`src/rtl/csma_pkg.sv`:
```
// Package csma_pkg
// Holds the types shared by the medium access controller and its helpers.
// Assumes: nothing outside this package.
package csma_pkg;

    // Controller phase: idle, waiting for a quiet medium, sending,
    // jamming after a collision, or waiting out the random backoff.
    typedef enum logic [2:0] {
        ST_IDLE    = 3'd0,
        ST_DEFER   = 3'd1,
        ST_XMIT    = 3'd2,
        ST_JAM     = 3'd3,
        ST_BACKOFF = 3'd4
    } mac_state_t;

endpackage

```
`src/rtl/csma_lfsr.sv`:
```
// Module csma_lfsr
// Galois shift register that steps on every clock, whether or not a draw
// is needed, so the value sampled at a collision depends on history.
// Only the low OUT_W bits are exported.
// Assumes: TAPS is a maximal-length polynomial for width W, SEED is nonzero,
// and OUT_W <= W.
module csma_lfsr #(
    parameter int           W     = 16,
    parameter logic [W-1:0] TAPS  = 16'hB400,
    parameter logic [W-1:0] SEED  = 16'hACE1,
    parameter int           OUT_W = 10
) (
    input  logic             clk,
    input  logic             rst_n,
    output logic [OUT_W-1:0] rnd
);

    logic [W-1:0] sr;

    // Step the register one position per clock.
    always_ff @(posedge clk) begin
        if (!rst_n) begin
            sr <= SEED;
        end else begin
            sr <= {1'b0, sr[W-1:1]} ^ (sr[0] ? TAPS : '0);
        end
    end

    assign rnd = sr[OUT_W-1:0];

endmodule

```
`src/rtl/csma_backoff_timer.sv`:
```
// Module csma_backoff_timer
// Draws a slot count as the random value masked to min(n, CAP) bits, where
// n is the collision number. It then counts that many slots down, each slot
// being SLOT_BITS bit ticks.
// Assumes: load is a single-cycle strobe, and attempt never exceeds what
// ATT_W bits can hold.
module csma_backoff_timer #(
    parameter int SLOT_BITS = 512,
    parameter int CAP       = 10,
    parameter int ATT_W     = 5
) (
    input  logic             clk,
    input  logic             rst_n,
    input  logic             bit_tick,
    input  logic             load,
    input  logic [ATT_W-1:0] attempt,
    input  logic [CAP-1:0]   rnd,
    output logic             expired
);

    localparam int SUB_W = $clog2(SLOT_BITS + 1);

    logic [CAP-1:0]   mask;
    logic [CAP-1:0]   slots_left;
    logic [SUB_W-1:0] sub_cnt;

    // Mask bit i is kept while i is below the collision number; this
    // truncates the exponent at CAP.
    for (genvar i = 0; i < CAP; i++) begin : g_mask
        assign mask[i] = (attempt > ATT_W'(i));
    end

    // Load a fresh slot count, or count ticks down slot by slot.
    always_ff @(posedge clk) begin
        if (!rst_n) begin
            slots_left <= '0;
            sub_cnt    <= '0;
        end else if (load) begin
            slots_left <= rnd & mask;
            sub_cnt    <= '0;
        end else if (bit_tick && (slots_left != '0)) begin
            if (sub_cnt == SUB_W'(SLOT_BITS - 1)) begin
                sub_cnt    <= '0;
                slots_left <= slots_left - 1'b1;
            end else begin
                sub_cnt <= sub_cnt + 1'b1;
            end
        end
    end

    assign expired = (slots_left == '0);


    hold_expired_chk: assert property (@(posedge clk) disable iff (!rst_n)
        (!load && expired) |=> expired);

endmodule

```
`src/rtl/csma_backoff_ctl.sv`:
```
// Module csma_backoff_ctl
// Medium access controller for a half-duplex transmitter. It defers to
// carrier, grants transmission, completes the preamble before jamming on
// a collision, jams for JAM_BITS bit times, backs off a random number of
// slots, and drops the frame after MAX_ATTEMPTS collisions. It also flags
// frames that run past the maximum length.
// Assumes: bit_tick is a one-cycle pulse per bit time; frame_done is
// asserted only while tx_grant is high; tx_req is sampled only in idle.
module csma_backoff_ctl
    import csma_pkg::*;
#(
    parameter int          PREAMBLE_BITS   = 64,
    parameter int          JAM_BITS        = 32,
    parameter int          SLOT_BITS       = 512,
    parameter int          MAX_ATTEMPTS    = 16,
    parameter int          BACKOFF_CAP     = 10,
    parameter int          MAX_FRAME_BYTES = 1518,
    parameter int          LFSR_W          = 16,
    parameter logic [15:0] LFSR_TAPS       = 16'hB400,
    parameter logic [15:0] LFSR_SEED       = 16'hACE1
) (
    input  logic clk,
    input  logic rst_n,
    input  logic bit_tick,
    input  logic tx_req,
    input  logic carrier,
    input  logic collision,
    input  logic frame_done,
    input  logic err_clr,
    output logic tx_grant,
    output logic jam_en,
    output logic retry_req,
    output logic retry_err,
    output logic skip_pulse,
    output logic len_err
);

    localparam int FRAME_LIMIT = PREAMBLE_BITS + MAX_FRAME_BYTES * 8;
    localparam int BIT_W       = $clog2(FRAME_LIMIT + 2);
    localparam int JAM_W       = $clog2(JAM_BITS + 1);
    localparam int ATT_W       = $clog2(MAX_ATTEMPTS + 1);

    mac_state_t             state;
    logic [BIT_W-1:0]       bit_cnt;
    logic                   col_pend;
    logic [JAM_W-1:0]       jam_cnt;
    logic [ATT_W-1:0]       attempts;
    logic [ATT_W-1:0]       att_next;
    logic [BACKOFF_CAP-1:0] rnd;
    logic                   jam_go;
    logic                   jam_done;
    logic                   give_up;
    logic                   bo_load;
    logic                   bo_expired;
    logic                   len_hit;

    csma_lfsr #(
        .W     (LFSR_W),
        .TAPS  (LFSR_W'(LFSR_TAPS)),
        .SEED  (LFSR_W'(LFSR_SEED)),
        .OUT_W (BACKOFF_CAP)
    ) i_lfsr (
        .clk   (clk),
        .rst_n (rst_n),
        .rnd   (rnd)
    );

    csma_backoff_timer #(
        .SLOT_BITS (SLOT_BITS),
        .CAP       (BACKOFF_CAP),
        .ATT_W     (ATT_W)
    ) i_timer (
        .clk      (clk),
        .rst_n    (rst_n),
        .bit_tick (bit_tick),
        .load     (bo_load),
        .attempt  (att_next),
        .rnd      (rnd),
        .expired  (bo_expired)
    );

    // Event decode for the current cycle.
    always_comb begin
        att_next = attempts + 1'b1;
        jam_go   = (state == ST_XMIT) && (collision || col_pend)
                   && (bit_cnt >= BIT_W'(PREAMBLE_BITS));
        jam_done = (state == ST_JAM) && bit_tick
                   && (jam_cnt == JAM_W'(JAM_BITS - 1));
        give_up  = jam_done && (att_next == ATT_W'(MAX_ATTEMPTS));
        bo_load  = jam_done && !give_up;
        len_hit  = (state == ST_XMIT) && !jam_go && bit_tick && !frame_done
                   && (bit_cnt == BIT_W'(FRAME_LIMIT));
    end

    // Phase sequencing together with the bit, jam and attempt counters.
    always_ff @(posedge clk) begin
        if (!rst_n) begin
            state    <= ST_IDLE;
            bit_cnt  <= '0;
            col_pend <= 1'b0;
            jam_cnt  <= '0;
            attempts <= '0;
        end else begin
            case (state)
                ST_IDLE: begin
                    if (tx_req) state <= ST_DEFER;
                end
                ST_DEFER: begin
                    if (!carrier) begin
                        state    <= ST_XMIT;
                        bit_cnt  <= '0;
                        col_pend <= 1'b0;
                    end
                end
                ST_XMIT: begin
                    if (jam_go) begin
                        state   <= ST_JAM;
                        jam_cnt <= '0;
                    end else if (frame_done) begin
                        state    <= ST_IDLE;
                        attempts <= '0;
                    end else begin
                        if (bit_tick && (bit_cnt != BIT_W'(FRAME_LIMIT + 1)))
                            bit_cnt <= bit_cnt + 1'b1;
                        if (collision) col_pend <= 1'b1;
                    end
                end
                ST_JAM: begin
                    if (give_up) begin
                        state    <= ST_IDLE;
                        attempts <= '0;
                    end else if (jam_done) begin
                        state    <= ST_BACKOFF;
                        attempts <= att_next;
                    end else if (bit_tick) begin
                        jam_cnt <= jam_cnt + 1'b1;
                    end
                end
                ST_BACKOFF: begin
                    if (bo_expired) state <= ST_DEFER;
                end
                default: state <= ST_IDLE;
            endcase
        end
    end

    // Sticky error flags; a new error event wins over a clear.
    always_ff @(posedge clk) begin
        if (!rst_n) begin
            retry_err <= 1'b0;
            len_err   <= 1'b0;
        end else begin
            if (give_up)      retry_err <= 1'b1;
            else if (err_clr) retry_err <= 1'b0;
            if (len_hit)      len_err <= 1'b1;
            else if (err_clr) len_err <= 1'b0;
        end
    end

    assign tx_grant   = (state == ST_XMIT);
    assign jam_en     = (state == ST_JAM);
    assign retry_req  = (state == ST_BACKOFF) && bo_expired;
    assign skip_pulse = give_up;


    grant_after_idle_chk: assert property (@(posedge clk) disable iff (!rst_n)
        $rose(tx_grant) |-> !$past(carrier));


    preamble_hold_chk: assert property (@(posedge clk) disable iff (!rst_n)
        (tx_grant && (bit_cnt < BIT_W'(PREAMBLE_BITS))) |=> !jam_en);


    late_col_jam_chk: assert property (@(posedge clk) disable iff (!rst_n)
        (tx_grant && collision && (bit_cnt >= BIT_W'(PREAMBLE_BITS))) |=> jam_en);


    retry_single_chk: assert property (@(posedge clk) disable iff (!rst_n)
        retry_req |=> !retry_req);


    skip_sets_err_chk: assert property (@(posedge clk) disable iff (!rst_n)
        skip_pulse |=> (retry_err && !tx_grant && !jam_en));


    len_sticky_chk: assert property (@(posedge clk) disable iff (!rst_n)
        (len_err && !err_clr) |=> len_err);

endmodule

```
`config.mk`:
```
export PLATFORM = sky130hd
export DESIGN_NAME = csma_backoff_ctl
export DESIGN_NICKNAME = d
export VERILOG_FILES = /design/src/rtl/csma_pkg.sv /design/src/rtl/csma_lfsr.sv /design/src/rtl/csma_backoff_timer.sv /design/src/rtl/csma_backoff_ctl.sv
export SDC_FILE = /design/constraint.sdc
export NUM_CORES = 1
export LEC_CHECK = 0
export BUFFER_PORTS_ARGS = -buffer_cell sky130_fd_sc_hd__buf_2
export CAP_MARGIN = 20
export CORE_UTILIZATION = 26
export CTS_CLUSTER_DIAMETER = 150
export DETAILED_ROUTE_END_ITERATION = 10
export SYNTH_ARGS = -nofsm -noshare
export SYNTH_HDL_FRONTEND = slang
export SYNTH_SLANG_ARGS = --single-unit
```
`constraint.sdc`:
```
create_clock -name clk -period 5.2 [get_ports clk]
set_input_delay 0.78 -clock clk [delete_from_list [all_inputs] [get_ports clk]]
set_output_delay 0.78 -clock clk [all_outputs]
set_load 0.05 [all_outputs]
```
; After elaboration in Yosys (flattened, before gate mapping)
; Cells that the tools add are included.
; Widths: inputs -> output; s select.
[classes]
n_addsub = 5
multipliers = 0
div = 0
order_cmp = 11
n_eq_ne = 23
shifts = 0
mux = 36
bitwise_logic = 3
reduce_logical = 33
[op_table]
columns = cell, n
row1 = $mux 14, 4
row2 = $mux 10, 4
row3 = $pmux 14 s2, 1
row4 = $mux 6, 4
row5 = $mux 3, 7
row6 = $gt 5x3->1 const B, 4
row7 = $mux 5, 4
row8 = $ne 2x2->1 const B, 10
row9 = $reduce_and 5->1, 4
row10 = $mux 16, 1
row11 = $xor 15x16->16, 1
row12 = $pmux 3 s5, 1
row13 = $add 14x1->14 const B, 1
row14 = $eq 14x14->1 const B, 1
row15 = $ge 14x7->1 const B, 1
row16 = $ne 14x14->1 const B, 1
row17 = $logic_and 1x1->1, 13
row18 = $pmux 6 s2, 1
row19 = $reduce_bool 2->1, 6
row20 = $add 10x1->10 const B, 1
row21 = $and 10x10->10, 1
row22 = $eq 10x9->1 const B, 1
row23 = $gt 5x1->1 const B, 2
row24 = $gt 5x2->1 const B, 2
row25 = 24 further kinds, 35
[word_totals]
regBits = 67
latch_bits = 0
ramBits = 0
romBits = 0
inputBits = 8
wordCells = 121
mem_count = 0

; Longest topological paths before layout
; Gate-level depths: netlist of the first run.
[depth]
ltp_word = 9
depth_mapped = 9
mapped_depth_nobuf = 8

; Modules after synthesis
; Synthesis of the first run repeated with hierarchy kept, for this count alone.
[unflattened]
hier_cells = 407
hier_area_um2 = 3545.9
[by_module_without_submodules]
columns = mod, instances, cells_per_inst, area_per_inst_um2
row1 = csma_backoff_ctl, 1, 217, 1803.0
row2 = csma_backoff_timer, 1, 144, 1214.9
row3 = csma_lfsr, 1, 46, 528.0

; Worst setup path after synthesis of the first run
; No wires, ideal clock.
[synth_timing]
path_kind = reg2out
start = register i_timer.slots_left[0]
end = output port retry_req
arrival_time_ns = 3.080
t_required_ns = 4.420
slack_ns = 1.340
path_stages_with_launch = 6
path_cell_list = dfxtp_1 inv_1 ha_1 or4b_2 or3_1 nor4b_1
[synth_via]
elab_chain_cells = 2
[synth_lines]
columns = element, line_no
row1 = "start, declared", csma_backoff_timer.sv:24  ; logic [CAP-1:0] slots_left;
row2 = "start signal, assigned", csma_backoff_timer.sv:39  ; slots_left <= rnd & mask;
row3 = "start signal, assigned", csma_backoff_timer.sv:44  ; slots_left <= slots_left - 1'b1;
row4 = $logic_not 10->1, csma_backoff_timer.sv:51  ; assign expired = (slots_left == '0);
row5 = $logic_and 1x1->1, csma_backoff_ctl.sv:162  ; assign retry_req = (state == ST_BACKOFF) && bo_expired;
row6 = "end, declared", csma_backoff_ctl.sv:32  ; output logic retry_req,
; Every way passes these cells.

; Final worst setup path of the first run
; Ends and elaborated chain as after synthesis.

==> out/qor.yml, run 1 <==
rr_worst_depth: 7
cts.path.max_buffers: 2
synthArstFlopShare_pct: 0
cts_setup_buffers: 0
grt_usage_pct: 11.4
num_vias: 2844
synthTopCellsByArea: "dfxtp_1 (38%), nor2_1 (5.3%), xnor2_1 (5.3%), nand2_1 (4.7%), ha_1 (4.3%)"
grt_max_degree: 47
dp.cells: 595
finalSetupViolCount: 0
overflow: 0
path_cells: "inv_1 -> ha_1 -> or4b_2 -> or3_1 -> nor4b_1 -> buf_2"
slew_headroom_pct: 41.1
worstPathMaxFanout: 4
cpPeakStageDelay_ns: 0.57
r2r-start: "attempts[1]"
fin_worst_skew_ns: 0.00448
syn-num-nets: 444
yosysWarnings: 0
p_leak_nw: 1.50
drc: 0
drv_cap: 0
avgSynthCellArea_um2: 8.26
die_w_um: 118
post_drt_wl_per_cell_um: 11.9
hpwl_um: 5120
status: "finished clean"
cp_slowest_cell: "or4b_2"
clk_latency_ns: 0.34
synth_top_area_share_pct: 38.3
synthXorXnorAreaFrac_pct: 8.00
peakVddDrop_uv: 119
synth_edf_count: 0
netlist_top_cells_count: "dfxtp_1 (67), nor2_1 (49), nand2_1 (44)"
max_slew.worst_pin.slew_ns: 0.879
ff2ff_setup_slack_ns: 2.44
layout-drive-gt1-share_pct: 8.74
rows: 42
required_ns: 4.42
rsz0062_at_grt: "no"
clock_sinks: 67
root_buffer: "clkbuf_16"
muxShareOfSynthArea_pct: 0.929
core_area_um2: 13200
place_ws_ns: 2.13
cp.arrival_ns: 2.62
setup_ws_ns: 1.80
ctsResizeCount: 0
p_total_mw: 1.24
fin_crit_ns: 3.40
fin_nets: 450
ant_nets: 0
cts_buffers: 9
synth_top_family_by_area: "simple AND/OR/NAND/NOR gates"
diodes: 0
reg2reg_to: "i_timer.sub_cnt[1]"
synth_fa_ha_area_share_pct: 4.29
path_class: "flop to output pin"
clk_pin_slew_ns: 0.05
hold_class: "flop to flop"
drt-initial-drc-count: 122
drv_slew: 0
ys_dominant_reg_cell: "dfxtp_1"
antenna_found_initial: 0
die_area_um2: 13900
min_period_over_period_pct: 65.4
synth_compound_area_share_pct: 13.4
via_per_inst: 4.65
start_util_pct: 26.6
post-route-util_pct: 30.5
synth.distinct_cells: 54
hold_buffers: 0
yosysSeqAreaShare_pct: 38.3
syn_inst: 424
die_h_um: 118
synthSimpleGateAreaFrac_pct: 31.6
cp-end-kind: "output pin"
instances_no_fill: 611
critPathLaunchType: "flop"
power_density_nw_per_um2: 309
grt_pass1_vias: 2645
max_freq_mhz: 294
gp_congestion: 0.789
io_pins: 14
grt_pass1_wl_um: 12500
tritoncts: "built"
crit_end: "retry_req"
tns_ns: 0
yosysTopAreaCell: "dfxtp_1"
synthesis.area_um2: 3500
area_growth_pct: 15.0
cts.htree.levels: 3
critPathLaunch: "i_timer.slots_left[0]"
ys_ff_latch: 67
drt_first_pass_iters: 4
n_fill_cell: 1393
numPortBuffers: 13
wl_um: 7240
synth.most_common_cell: "dfxtp_1"
hold_viol_final: 0
how the worst min path moves through the flow:
stage | start | cells past startpoint | endpoint
after floorplan | i_lfsr.sr[12] | 1 | i_lfsr.sr[11]
after global placement | i_lfsr.sr[12] | 1 | i_lfsr.sr[11]
after detailed placement | i_lfsr.sr[12] | 1 | i_lfsr.sr[11]
after CTS | i_lfsr.sr[12] | 1 | i_lfsr.sr[11]
after global routing | i_lfsr.sr[12] | 1 | i_lfsr.sr[11]
final | i_lfsr.sr[12] | 1 | i_lfsr.sr[11]
sequential cells by signal (all words and copies together) (netlist names):
register and count:
jam_cnt 6, col_pend 1, i_lfsr.sr 16, retry_err 1, len_err 1, i_timer.sub_cnt 10, i_timer.slots_left 10, bit_cnt 14
state 3, attempts 5
critical path: cells and delay by family, from the launching register on:
| family | cells | cell delay (ns) |
|---|---|---|
| fa+ha+maj | 1 | 0.15 |
| buf+inv | 2 | 0.43 |
| flops | 1 | 0.33 |
| simple gates | 3 | 1.36 |
cells in the final DEF (no fill, tap or decap), types with 3 or more instances in the layout:
master / synthesis / final
o21ai_0: 13 / 13
nand3_1: 14 / 14
nand4_1: 14 / 14
nor2_1: 49 / 49
o211ai_1: 3 / 3
nor4b_1: 4 / 4
clkbuf_16: 0 / 9
nor3b_1: 3 / 3
nand2b_1: 8 / 8
a21oi_1: 13 / 13
and4_1: 3 / 3
nor2b_1: 15 / 15
nor3_1: 12 / 12
and4b_1: 3 / 3
a211oi_1: 8 / 8
or4_1: 4 / 4
buf_2: 3 / 13
and3_1: 9 / 9
clkinvlp_4: 0 / 4
xor2_1: 11 / 11
and2_1: 13 / 13
ha_1: 12 / 12
xnor2_1: 21 / 21
a22oi_1: 3 / 3
a31oi_1: 4 / 4
or3_1: 3 / 3
dfxtp_1: 67 / 67
nand2_1: 44 / 44
inv_1: 12 / 12
o22ai_1: 4 / 4
metrics by stage:
step | cell area, um^2 | hold slack [ns]
3_5_place_dp | 3720 | 0.397
4_1_cts | 4030 | 0.410
3_3_place_gp | 3720 | 0.392
6_report | 4030 | 0.410
5_1_grt | 4030 | 0.422
2_1_floorplan | 3500 | 0.386
per-layer routing:
layer	share of wire, %	GRT usage (%)
met1	50	14.2
met4	1.8	6.01
met5	0	0
met2	45	17.4
met3	2.6	3.49
cell type report:
cell class	count	area, um^2	share of cell area, %
multi-input cells	325	2040	50.6
flip-flops and latches	67	1340	33.3
clock buffers	10	239	5.93
well taps	176	220	5.47
repair buffers	15	80.1	1.99
clock inverters	6	65.1	1.62
inverters	12	45.0	1.12
power by group:
group,total [mW],switching [mW],internal [mW]
Sequential,0.543,0.0156,0.527
Combinational,0.0900,0.0560,0.0340
Clock,0.610,0.228,0.382
kinds of logic after synthesis:
group           after synthesis
compound gates               68
mux                           3
fa+ha+maj                    12
flops                        67
xor+xnor                     32
simple gates                210
buf+inv                      32
Power figures use the tool's default switching activity.
==> run 2, diff against run 1 <==
--- a/config.mk
+++ b/config.mk
@@ -5,6 +5,7 @@
 export SDC_FILE = /design/constraint.sdc
 export NUM_CORES = 1
 export LEC_CHECK = 0
+export ABC_AREA = 1
 export BUFFER_PORTS_ARGS = -buffer_cell sky130_fd_sc_hd__buf_2
 export CAP_MARGIN = 20
 export CORE_UTILIZATION = 26
==> constraint.sdc (replaced) <==
create_clock -name clk -period 3 [get_ports clk]
set_input_delay 0.45 -clock clk [delete_from_list [all_inputs] [get_ports clk]]
set_output_delay 0.45 -clock clk [all_outputs]
set_load 0.05 [all_outputs]
==> run 2 against run 1 <==
  * Area after synthesis increased by 12%
  * Register-to-register slack got worse by 1.8 ns
  * Sequential cell count unchanged
  * Synthesized cell count increased by 47%
  * Non-clock buffer count increased by 1
  * Via count increased by 30%
  * Setup slack got worse by 1.5 ns
==> out/qor.yml, run 2 <==
status: "finished clean"
largest-register: "i_lfsr.sr"
max_freq_mhz: 376
grt_max_degree: 23  # -51%
r2r-start: "attempts[0]"
area_growth_pct: 13.8
core_area_um2: 14600  # +11%
synth.most_common_cell: "nand2_1"
synth.distinct_cells: 27  # -50%
slew_headroom_pct: 66.0  # +25 points
dpl-instance-area_um2: 4140  # +11%
start_util_pct: 26.8  # +0.25 points
p_total_mw: 2.50  # +100%
grt_pass1_wl_um: 16000  # +28%
clk_latency_ns: 0.34  # about the same
drt-initial-drc-count: 284  # +130%
overflow: 0  # unchanged
hpwl_um: 6660  # +30%
synth_edf_count: 0  # unchanged
syn-num-nets: 644  # +45%
post-route-util_pct: 30.5  # -0.046 points
wl_um: 9160  # +26%
drt_first_pass_iters: 5  # +1
hold_buffers: 0  # unchanged
drc: 0  # unchanged
whs_ns: 0.367  # -0.0428 ns
peakVddDrop_uv: 280  # +140%
tritoncts: "built"
die_h_um: 125  # +5.6%
final_area_um2: 4450  # +10%
avgSynthCellArea_um2: 6.27  # -24%
clk_pin_slew_ns: 0.05  # about the same
fin_worst_skew_ns: 0.00816  # +0.00368 ns
p_leak_nw: 1.90  # +26%
register_area_um2: 1340  # unchanged
synthArstFlopShare_pct: 0  # unchanged
yosysWarnings: 0  # unchanged
critPathLaunch: "attempts[0]"
root_buffer: "clkbuf_16"
reg.largest.list: "i_lfsr.sr (16), bit_cnt (14)"
num_vias: 3687  # +30%
fin_nets: 657  # +46%
ys_dominant_reg_cell: "dfxtp_1"
syn_inst: 624  # +47%
clock_sinks: 67  # unchanged
final_common_cell: "nand2_1"
drv_slew: 0  # unchanged
hold_class: "input pin to flop"
n_fill_cell: 1581  # +13%
cts_buffers: 9  # unchanged
required_ns: 2.55  # -1.87 ns
via_per_inst: 4.46  # -4.1%
worstPathMaxFanout: 10  # +6
io_pins: 14  # unchanged
critPathLaunchType: "flop"
min-delay-start: "err_clr"
netlist_top_cells_count: "nand2_1 (182), nor2_1 (96), inv_1 (76)"
grt_usage_pct: 12.6  # +1.3 points
rsz0062_at_grt: "no"
cp.arrival_ns: 2.21  # -0.41 ns
tns_ns: 0  # unchanged
antenna_found_initial: 0  # unchanged
ant_nets: 0  # unchanged
min_period_over_period_pct: 88.8
largest_reg_flops: 16  # unchanged
yosysTopAreaCell: "dfxtp_1"
finalSetupViolCount: 0  # unchanged
gp_congestion: 0.864  # +9.5%
fin_crit_ns: 2.66
grt_pass1_vias: 3401  # +29%
ys_ff_latch: 67  # unchanged
rows: 44  # +4.8%
ctsResizeCount: 0  # unchanged
cts.path.max_buffers: 2  # unchanged
hold_viol_final: 0  # unchanged
drv_cap: 0  # unchanged
final_cell_mix: "nand2_1 (182), nor2_1 (96), inv_1 (76)"
synthTopCellsByArea: "dfxtp_1 (34%), nand2_1 (17%), nor2_1 (9.2%), inv_1 (7.3%), nand3_1 (6.3%)"
cts.htree.levels: 3  # unchanged
path_class: "flop to output pin"
die_area_um2: 15500  # +11%
cts_setup_buffers: 0  # unchanged
layout-drive-gt1-share_pct: 9.03  # +0.30 points
power_density_nw_per_um2: 563  # +82%
post_drt_wl_per_cell_um: 11.1  # -6.4%
max_slew.worst_pin.slew_ns: 0.508  # -0.371 ns
synth_top_area_share_pct: 34.3  # -4.0 points
synthesis.area_um2: 3910  # +12%
cp-end-kind: "output pin"
yosysSeqAreaShare_pct: 34.3  # -4.0 points
numPortBuffers: 13  # unchanged
die_w_um: 125  # +5.6%
diodes: 0  # unchanged
multi_input_area_um2: 2190  # +7.4%
[run 2: path summary, 6_finish.rpt]
kind,to,slack (ns),cells after the start
max,skip_pulse,0.34,8
max reg2reg,i_timer.sub_cnt[4],0.64,11
min reg2reg,i_lfsr.sr[9],0.41,2
min,len_err,0.37,4
[run 2: critical path, cell delays in order, from the launching register on]
cell and delay (ns):
dfxtp_1 0.52, ha_1 0.30, nand2_1 0.09, inv_1 0.08
nor2_2 0.06, nor2_1 0.13, nand3_1 0.12, nor2_1 0.25
buf_2 0.32
[run 2: final cells by class]
cell class | count | share of cell area [%]
multi-input cells | 464 | 49.2
well taps | 184 | 5.18
flip-flops and latches | 67 | 30.2
repair buffers | 16 | 1.97
inverters | 79 | 6.67
clock inverters | 6 | 1.46
clock buffers | 10 | 5.37
[run 2: routing by layer]
metal | GRT usage (%) | part of all wire (%)
met3 | 4.17 | 3.5
met1 | 16.6 | 51
met5 | 0 | 0
met4 | 3.97 | 1.8
met2 | 19.4 | 43
[run 2: per-stage QoR]
step | std cells | worst slack [ns]
global placement | 810 | 0.740
detailed placement | 810 | 0.671
finish | 826 | 0.337
global route | 826 | 0.0983
floorplan | 624 | 0.744
CTS | 826 | 0.337
[run 2: report_power, final]
part / total (mW) / internal, mW / leakage [nW] / switching (mW)
Combinational: 0.448 / 0.122 / 1.20 / 0.326
Sequential: 0.980 / 0.934 / 0.545 / 0.0456
Clock: 1.08 / 0.665 / 0.148 / 0.411
[run 2: kinds of logic (layout without fill, tap and decap cells)]
group / after synthesis / count (layout) / synth area share (%)
and+or+nand+nor: 381 / 381 / 41.6
DFF: 67 / 67 / 34.3
AOI/OAI and AO/OA: 61 / 61 / 8.29
xor gates and xnor gates: 10 / 10 / 2.24
adders and majority gates: 12 / 12 / 3.84
buffers and inverters: 93 / 111 / 9.73
==> run 3, diff against run 2 <==
--- a/config.mk
+++ b/config.mk
@@ -8,8 +8,10 @@
 export ABC_AREA = 1
 export BUFFER_PORTS_ARGS = -buffer_cell sky130_fd_sc_hd__buf_2
 export CAP_MARGIN = 20
+export CORE_ASPECT_RATIO = 1.25
 export CORE_UTILIZATION = 26
 export CTS_CLUSTER_DIAMETER = 150
+export CTS_CLUSTER_SIZE = 40
 export DETAILED_ROUTE_END_ITERATION = 10
 export SYNTH_ARGS = -nofsm -noshare
 export SYNTH_HDL_FRONTEND = slang
==> run 3 against run 2 <==
  * Final cell count fell by 0.97%
  * Wire length fell by 0.34%
  * Setup slack improved by 0.066 ns
  * Register-to-register slack improved by 0.06 ns
  * Global-route usage rose by 0.21 points
  * Sequential share of layout area rose by 0.16 points
  * First-iteration DRC count fell by 35%
  * Clock skew barely moved
  * Total power fell by 0.85%
  * Clock power barely moved
  * Sequential power barely moved
==> out/qor.yml, run 3 (same netlist as run 2, synthesis figures left out) <==
die_h_um: 139  # +12%
cpMostUsedCell: "nor2_1"
layout-drive-gt1-share_pct: 8.44  # -0.60 points
gp_congestion: 0.880  # +1.8%
final_common_cell: "nand2_1"
max_slew.worst_pin.slew_ns: 0.705  # +0.196 ns
path_cells: "ha_1 -> nand2_1 -> inv_1 -> nor2_2 -> nor2_1 -> nand3_1 -> nor2_1 -> buf_2"
post_drt_wl_per_cell_um: 11.2  # +0.64%
rr_worst_depth: 11  # unchanged
diodes: 0  # unchanged
area_growth_pct: 13.2
cp-end-kind: "output pin"
grt_pass1_vias: 3506  # +3.1%
power_density_nw_per_um2: 561  # -0.32%
wl_um: 9130  # -0.34%
hold_viol_final: 0  # unchanged
min_period_over_period_pct: 86.6  # -2.2 points
largest_reg_flops: 16  # unchanged
dp.cells: 803  # -0.86%
reg.largest.list: "i_lfsr.sr (16), bit_cnt (14)"
grt_usage_pct: 12.8  # +0.21 points
crit_end: "skip_pulse"
path_depth: 8  # unchanged
ff2ff_setup_slack_ns: 0.70  # +0.06 ns
finalSetupViolCount: 0  # unchanged
ctsResizeCount: 0  # unchanged
grt_pass1_wl_um: 15800  # -0.99%
required_ns: 2.55  # about the same
clock_sinks: 67  # unchanged
max_freq_mhz: 385  # +2.5%
num_vias: 3695  # +0.22%
status: "finished clean"
die_w_um: 112  # -10%
instances_no_fill: 818  # -0.97%
reg2reg_to: "i_timer.sub_cnt[4]"
antenna_found_initial: 0  # unchanged
die_area_um2: 15500  # about the same
grt_max_degree: 23  # unchanged
slew_headroom_pct: 53.0  # -13 points
worst-path-buf-inv: 2  # unchanged
root_buffer: "clkbuf_16"
drt_first_pass_iters: 4  # -1
cts_setup_buffers: 0  # unchanged
start_util_pct: 26.9  # +0.11 points
tritoncts: "built"
critPathLaunch: "attempts[0]"
r2r-start: "attempts[0]"
hpwl_um: 6890  # +3.5%
via_per_inst: 4.52  # +1.2%
drc: 0  # unchanged
worstPathMaxFanout: 10  # unchanged
final_cell_mix: "nand2_1 (182), nor2_1 (96), inv_1 (76)"
rows: 49  # +11%
cp_slowest_cell: "dfxtp_1"
fin_crit_ns: 2.60  # -0.0655 ns
hold_buffers: 0  # unchanged
core_area_um2: 14500  # -0.40%
drv_cap: 0  # unchanged
critPathLaunchType: "flop"
cpPeakStageDelay_ns: 0.49  # -0.03 ns
overflow: 0  # unchanged
cts.htree.levels: 3  # unchanged
drv_slew: 0  # unchanged
largest-register: "i_lfsr.sr"
numPortBuffers: 13  # unchanged
hold_class: "input pin to flop"
ant_nets: 0  # unchanged
peakVddDrop_uv: 210  # -25%
fin_worst_skew_ns: 0.00817  # +0.0000109 ns
drt-initial-drc-count: 184  # -35%
p_leak_nw: 1.89  # -0.40%
critical-path-top-delay-family: "simple AND/OR/NAND/NOR gates"
rsz0062_at_grt: "no"
io_pins: 14  # unchanged
cts_buffers: 9  # unchanged
tns_ns: 0  # unchanged
clk_latency_ns: 0.34  # about the same
cp.arrival_ns: 2.15  # -0.06 ns
cts.path.max_buffers: 2  # unchanged
path_class: "flop to output pin"
clk_pin_slew_ns: 0.05  # about the same
fin_nets: 656  # -0.15%
[run 3: changes by cell type in the layout (fill, tap and decap cells not counted), sizes merged]
cell / previous run / this run
clkinvlp: 1 / 0
clkbuf: 10 / 13
buf: 16 / 15
clkinv: 4 / 1
[run 3: layout make-up]
class                           count  area, um^2
Clock inverter                      2        35.0
Sequential cell                    67        1340
Fill cell                        1614       10100
Multi-Input combinational cell    464        2190
Inverter                           79         297
Tap cell                          178         223
Timing Repair Buffer               15        80.1
Clock buffer                       13         260
[run 3: metal layers]
metal | share of wire, % | wire, um | global-route usage [%] | vias to the layer above
li1 | - | - | - | 1998
met4 | 1.2 | 107 | 5.55 | 0
met1 | 47 | 4280 | 14.9 | 1653
met2 | 49 | 4490 | 22.1 | 36
met3 | 2.8 | 253 | 3.45 | 8
met5 | 0 | 0 | 0 | -
[run 3: worst reg2reg max path, stage by stage (launching register included)]
cell,delay (ns)
dfxtp_1,0.49
ha_1,0.29
nand2_1,0.09
inv_1,0.08
nor2_2,0.06
nor2_1,0.13
nand3_1,0.12
nand2_2,0.32
nand2_1,0.26
nor2_4,0.23
nand2_1,0.07
a21oi_1,0.10
[run 3: worst min path at each step]
| stage | end | start | slack (ns) | depth (start not counted) |
|---|---|---|---|---|
| 3_3_place_gp | i_lfsr.sr[9] | i_lfsr.sr[10] | 0.40 | 2 |
| 6_report | len_err | err_clr | 0.38 | 4 |
| 2_1_floorplan | i_lfsr.sr[14] | i_lfsr.sr[15] | 0.39 | 2 |
| 5_1_grt | len_err | err_clr | 0.39 | 4 |
| 4_1_cts | len_err | err_clr | 0.37 | 4 |
| 3_5_place_dp | i_lfsr.sr[9] | i_lfsr.sr[10] | 0.40 | 2 |
[run 3: per-stage QoR]
step                power [mW]  utilization, %  hold WS [ns]  area (um^2)  setup WS (ns)
floorplan                 1.35               -         0.390         3910          0.744
global placement          1.45            28.4         0.395         4130          0.757
detailed placement        1.45            28.4         0.400         4130          0.696
CTS                       2.52            30.4         0.369         4420          0.390
global route              2.63            30.4         0.390         4420          0.225
finish                    2.48            30.4         0.382         4420          0.402
[run 3: power breakdown]
part	leakage, nW	internal [mW]	total [mW]	switching, mW
Clock	0.146	0.683	1.06	0.378
Combinational	1.20	0.121	0.442	0.320
Sequential	0.545	0.935	0.980	0.0457
Total	1.89	1.74	2.48	0.744
